<file path="src/rtl/sflash_cmd_fe.sv">
module sflash_cmd_fe #(
  parameter logic [7:0] MFR_ID  = 8'h8C,
  parameter logic [7:0] TYPE_ID = 8'h20,
  parameter logic [7:0] CAP_ID  = 8'h14,
  parameter logic [7:0] DEV_ID  = 8'h13
) (
  input  logic        clk,
  input  logic        rst_n,
  input  logic        spi_sck,
  input  logic        spi_cs_n,
  input  logic        spi_mosi,
  output logic        spi_miso,
  output logic        spi_miso_oe,
  input  logic [7:0]  status_in,
  output logic [23:0] rd_addr,
  input  logic [7:0]  rd_data,
  output logic        stage_we,
  output logic [23:0] stage_addr,
  output logic [7:0]  stage_data,
  output logic        op_req,
  output logic [2:0]  op_kind,
  output logic [23:0] op_addr,
  output logic [7:0]  op_data
);
  localparam logic [2:0] K_PAGE = 3'd1, K_WORD = 3'd2, K_SECT = 3'd3,
                         K_BLK = 3'd4, K_CHIP = 3'd5, K_STAT = 3'd6;

  logic        sck_q, cs_q, wel, ewsr, out_act;
  logic [2:0]  bit_cnt;
  logic [3:0]  byte_cnt;
  logic [7:0]  rx, opc, data_q, tx;
  logic [23:0] addr;

  wire       sck_rise  = spi_sck & ~sck_q;
  wire       sck_fall  = ~spi_sck & sck_q;
  wire       cs_rise   = spi_cs_n & ~cs_q;
  wire [7:0] rx_next   = {rx[6:0], spi_mosi};
  wire       byte_done = sck_rise && bit_cnt == 3'd7;
  wire       on_bound  = bit_cnt == 3'd0;
  wire       is_prog   = opc == 8'h02 || opc == 8'hAD;
  wire       has_addr  = is_prog || opc == 8'h03 || opc == 8'h0B ||
                         opc == 8'h20 || opc == 8'hD8 || opc == 8'h90;
  wire [7:0] status_out = {status_in[7:2], wel, status_in[0]};

  assign spi_miso    = tx[7];
  assign spi_miso_oe = ~spi_cs_n & out_act;
  assign rd_addr     = addr;

  logic       go, wel_set, wel_clr, ewsr_set;
  logic [2:0] go_kind;
  logic [23:0] go_addr;

  always_comb begin
    go = 1'b0; go_kind = 3'd0; go_addr = 24'd0;
    wel_set = 1'b0; wel_clr = 1'b0; ewsr_set = 1'b0;
    if (on_bound) begin
      case (opc)
        8'h06: wel_set  = byte_cnt == 4'd1;
        8'h04: wel_clr  = byte_cnt == 4'd1;
        8'h50: ewsr_set = byte_cnt == 4'd1;
        8'h01: begin go = byte_cnt == 4'd2 && (wel || ewsr); go_kind = K_STAT; end
        8'h20: begin go = byte_cnt == 4'd4 && wel; go_kind = K_SECT; go_addr = {addr[23:12], 12'h000}; end
        8'hD8: begin go = byte_cnt == 4'd4 && wel; go_kind = K_BLK;  go_addr = {addr[23:16], 16'h0000}; end
        8'h60, 8'hC7: begin go = byte_cnt == 4'd1 && wel; go_kind = K_CHIP; end
        8'h02, 8'hAD: begin
          go = byte_cnt >= 4'd5 && wel;
          go_kind = (opc == 8'h02) ? K_PAGE : K_WORD;
          go_addr = {addr[23:8], 8'h00};
        end
        default: ;
      endcase
    end
  end

  always_ff @(posedge clk) begin
    if (!rst_n) begin
      sck_q <= 1'b0;
      cs_q  <= 1'b1;
    end else begin
      sck_q <= spi_sck;
      cs_q  <= spi_cs_n;
    end
  end

  always_ff @(posedge clk) begin
    if (!rst_n) begin
      bit_cnt <= '0; byte_cnt <= '0; rx <= '0; opc <= '0; data_q <= '0; tx <= '0;
      addr <= '0; wel <= 1'b0; ewsr <= 1'b0; out_act <= 1'b0;
      stage_we <= 1'b0; stage_addr <= '0; stage_data <= '0;
      op_req <= 1'b0; op_kind <= '0; op_addr <= '0; op_data <= '0;
    end else begin
      stage_we <= 1'b0;
      op_req   <= 1'b0;
      if (spi_cs_n) begin
        bit_cnt <= '0; byte_cnt <= '0; opc <= '0; addr <= '0; tx <= '0; out_act <= 1'b0;
        if (cs_rise) begin
          ewsr <= ewsr_set;
          if (wel_set) wel <= 1'b1;
          if (wel_clr) wel <= 1'b0;
          if (go) begin
            wel <= 1'b0; op_req <= 1'b1; op_kind <= go_kind;
            op_addr <= go_addr; op_data <= data_q;
          end
        end
      end else begin
        if (sck_rise) begin
          rx <= rx_next;
          bit_cnt <= bit_cnt + 3'd1;
          if (has_addr && byte_cnt >= 4'd1 && byte_cnt <= 4'd3) addr <= {addr[22:0], spi_mosi};
        end
        if (byte_done) begin
          if (byte_cnt != 4'hF) byte_cnt <= byte_cnt + 4'd1;
          if (byte_cnt == 4'd0) opc <= rx_next;
          if (byte_cnt == 4'd1 && opc == 8'h01) data_q <= rx_next;
          if (byte_cnt >= 4'd4 && is_prog && wel) begin
            stage_we <= 1'b1; stage_addr <= addr; stage_data <= rx_next;
            data_q <= rx_next; addr[7:0] <= addr[7:0] + 8'd1;
          end
        end
        if (sck_fall) begin
          if (on_bound && byte_cnt != 4'd0) begin
            tx <= 8'h00;
            case (opc)
              8'h03: if (byte_cnt >= 4'd4) begin tx <= rd_data; addr <= addr + 24'd1; out_act <= 1'b1; end
              8'h0B: if (byte_cnt >= 4'd5) begin tx <= rd_data; addr <= addr + 24'd1; out_act <= 1'b1; end
              8'h05: begin tx <= status_out; out_act <= 1'b1; end
              8'h9F: begin
                case (addr[1:0])
                  2'd0: tx <= MFR_ID;
                  2'd1: tx <= TYPE_ID;
                  2'd2: tx <= CAP_ID;
                  default: tx <= 8'h00;
                endcase
                addr <= addr + 24'd1; out_act <= 1'b1;
              end
              8'h90: if (byte_cnt >= 4'd4) begin
                tx <= addr[0] ? DEV_ID : MFR_ID; addr <= addr + 24'd1; out_act <= 1'b1;
              end
              default: ;
            endcase
          end else begin
            tx <= {tx[6:0], 1'b0};
          end
        end
      end
    end
  end
endmodule

</file>
<file path="config.mk">
export PLATFORM = sky130hd
export DESIGN_NAME = sflash_cmd_fe
export DESIGN_NICKNAME = d
export VERILOG_FILES = /design/src/rtl/sflash_cmd_fe.sv
export SDC_FILE = /design/constraint.sdc
export NUM_CORES = 1
export LEC_CHECK = 0
export BUFFER_PORTS_ARGS = -buffer_cell sky130_fd_sc_hd__buf_2
export CAP_MARGIN = 25
export CORE_ASPECT_RATIO = 1.25
export CORE_MARGIN = 2
export CORE_UTILIZATION = 56
export CTS_CLUSTER_DIAMETER = 150
export DETAILED_ROUTE_END_ITERATION = 12
export PLACE_DENSITY = 0.78
export REMOVE_ABC_BUFFERS = 1
export SKIP_LAST_GASP = 1
export SLEW_MARGIN = 10
export SYNTH_ARGS = -nofsm -noshare
export SYNTH_HDL_FRONTEND = slang
export SYNTH_SLANG_ARGS = --single-unit
</file>
<file path="constraint.sdc">
create_clock -name clk -period 3 [get_ports clk]
set_input_delay 0.3 -clock clk [delete_from_list [all_inputs] [get_ports clk]]
set_output_delay 0.3 -clock clk [all_outputs]
set_load 0.05 [all_outputs]
</file>
==> flow_metrics.tcl <==
set metrics [dict create \
    final_cell_area_um2 7311 \
    fp.dieH_um 121.0 \
    pin_count 116 \
    drt.antenna.violating_nets 0 \
    final.setup_skew_ns 0.005128 \
    finalHoldViolations 0 \
    clk_lat_worst_skew_ns 0.42 \
    grt_use_met2_pct 49.44 \
    drt_drc_violations_left 0 \
    grt_setup_unrepaired "no" \
    final_common_cell "sky130_fd_sc_hd__dfxtp_1" \
    status "completed" \
    end_kind "flop" \
    tritoncts "yes" \
    type_of_the_worst_setup_path "reg2reg" \
    htree_levels 4 \
    num_rows 42 \
    setup_total_negative_slack_ns 0 \
    grt_pass1_vias 5510 \
    grt_start_max_net_pins 52 \
    worst-endpoint-required_ns 3.26 \
    static-leakage-power_uw 0.002767 \
    final_stage_net_count 849 \
    grtUsageMet3_pct 5.588 \
    vias_per_cell 5.983 \
    ys_async_sr_fraction_pct 0 \
    cts_buffer_depth 2 \
    critical_path_peak_fanout 20 \
    synth_cell_type_count 72 \
    power_density_nw_per_um2 530.2 \
    drt_iter0_markers 306 \
    synth.ff_latch_count 128 \
    antenna_found_initial 0 \
    clockRootBuffer "sky130_fd_sc_hd__clkbuf_16" \
    stdcell_count 961 \
    global_route.peak_usage_layer "met2" \
    fmaxAchievable_mhz 362.6 \
    min_delay_path_depth 2 \
    crit_path_start_kind "flop" \
    fillers 871 \
    layout.core_utilization_pct 68.87 \
    wire_per_inst_um 17.02 \
    core_um2 10620 \
    globalplace.congestion 0.9236 \
    worstHoldEndpoint "sck_q" \
    overall_overflow_remaining_after_global_route 0 \
    share_of_layout_cells_above_drive_strength_1_pct 22.32 \
    worst_pin_slew_ns 0.8101 \
    synth_area_per_cell_um2 8.497 \
    route.vias.total 5750 \
    syn-instance-count 722 \
    track_usage_pct 27.18 \
    clk_transition_reported_paths_ns 0.05 \
    cell_area_reported_after_detailed_placement_um2 6719 \
    setup_viol_count_final 0 \
    synth_edf_count 0 \
    reg2reg_from "opc[6]" \
    max_slew_margin_pct 45.91 \
    worst_hold_start "spi_sck" \
    initial_core_util_pct 57.79 \
    hpwl_mm 10.97 \
    maxSlewViolCount 0 \
    clock-sinks 128 \
    worst_r2r_path_depth 6 \
    max_cap_violations 0 \
    post-cts-setup-buffers 0 \
    io_buffers 106 \
    fin_total_pwr_uw 3876 \
    numCtsBuffers 17 \
    global_route.usage.met1_pct 30.04 \
    synthesis.area_um2 6135 \
    yosys_warnings 0 \
    drt_wl_total_mm 16.35 \
    antenna_cells 0 \
    min_period_ns 2.758 \
    cells_after_dpl 929 \
    worstHoldPathType "in2reg" \
    primary_ff_master_synth "sky130_fd_sc_hd__dfxtp_1" \
    max-vdd-ir-drop_v 0.0004614 \
    floorplan.die_area_um2 11810 \
    portion_of_the_clock_cycle_consumed_by_the_worst_path_in_the_final_layout_pct 91.92 \
    commonest_cells_after_routing_fill_and_taps_aside "128 x sky130_fd_sc_hd__dfxtp_1, 118 x sky130_fd_sc_hd__nand2_1, 106 x sky130_fd_sc_hd__buf_2, 58 x sky130_fd_sc_hd__nor2_1, 57 x sky130_fd_sc_hd__a21oi_1" \
    grt_pass1_wl_mm 26.11 \
    worst-endpoint-arrival_ns 3.02 \
    drtPass1Iterations 5 \
    syn2layout_area_growth_pct 19.17 \
    synth_sequential_area_ratio_pct 41.77 \
    worst-r2r-setup-slack_ns 0.24 \
    r2r_end "rd_addr[21]" \
    die_w_um 97.62 \
]
## cell type report
class | count | area, um^2 | share of cell area, %
multi-input cells | 514 | 3187 | 43.59
clock buffers | 22 | 454.2 | 6.213
clock inverters | 10 | 136.4 | 1.865
flip-flops and latches | 128 | 2562 | 35.05
inverters | 28 | 105.1 | 1.438
well taps | 132 | 165.2 | 2.259
repair buffers | 127 | 700.7 | 9.584
## logic make-up after synthesis
kind of cell             synth area share, %
AO/OA/AOI/OAI                          19.15
XOR/XNOR                              0.7138
adder cells (fa/ha/maj)                2.447
buffers and inverters                  6.934
flip-flops                             41.77
multiplexers                           5.079
other                                0.06113
AND/OR/NAND/NOR                        23.84
## Yosys cell counts (all sizes together), types with 4 or more instances
library cell	number	area (um^2)
xnor2	5	43.79
a21oi	58	294.0
o2bb2ai	28	307.8
o311ai	4	35.03
nor2	60	235.2
nor4	6	52.55
o21ai	11	55.05
a31oi	13	81.33
dfxtp	128	2562
nand4	13	81.33
o32ai	4	35.03
or4	5	45.04
ha	12	150.1
buf	31	214.0
a211oi	5	37.54
nor3	24	125.1
nand2b	9	56.30
nand3	29	145.1
inv	27	101.3
mux2i	30	300.3
or3	4	25.02
clkbuf	28	106.4
a22oi	6	45.04
nand2	118	442.9
## metrics by stage
stage / hold WS (ns) / setup WS, ns
floorplan: 0.4217 / -0.8512
global placement: 0.4391 / 0.2109
detailed placement: 0.4414 / 0.1330
CTS: 0.1271 / 0.1127
global route: 0.1464 / 0.04319
finish: 0.1303 / 0.2424
## how the worst max path moves through the flow
stage,startpoint,cells after the start,slack [ns],end
after CTS,opc[5],6,0.11,rd_addr[23]
after global routing,opc[5],7,0.04,op_addr[12]
after global placement,opc[6],6,0.21,rd_addr[17]
final,opc[6],6,0.24,rd_addr[21]
after detailed placement,opc[6],6,0.13,rd_addr[23]
after floorplan,spi_sck,6,-0.85,data_q[0]
## registers in the layout, indices dropped and copies added (netlist names), 3 cells and up
signal / cells
stage_addr: 24
bit_cnt: 3
tx: 8
byte_cnt: 4
rd_addr: 24
opc: 8
op_addr: 16
op_data: 8
rx: 7
op_kind: 3
stage_data: 8
data_q: 8
## power by group
| group | switching, uW | total (uW) | leakage, uW | internal, uW |
|---|---|---|---|---|
| combinational | 79.3 | 105 | 0.00146 | 25.6 |
| sequential | 2.79 | 1710 | 0.00103 | 1700 |
| clock | 741 | 2060 | 0.000280 | 1320 |
## repair_timing
action	4_1_cts	5_1_grt
hold buffers	0	0
hold endpoints to repair	0	0
resized for setup	0	1
endpoints found under the setup margin	0	18
## critical path, stage by stage, from the launching register on
cell and delay [ns]:
sky130_fd_sc_hd__dfxtp_1 0.53, sky130_fd_sc_hd__nor4_1 0.17, sky130_fd_sc_hd__and4b_1 0.26, sky130_fd_sc_hd__or4_1 0.70, sky130_fd_sc_hd__o2111a_2 0.48, sky130_fd_sc_hd__a221oi_1 0.35, sky130_fd_sc_hd__a21oi_1 0.10
## layer usage
layer	vias up	wire length, um
met5	-	0
met2	222	8551
met4	0	473
met1	2740	6438
met3	37	890
li1	2751	-
(Power assumes the default switching activity.)
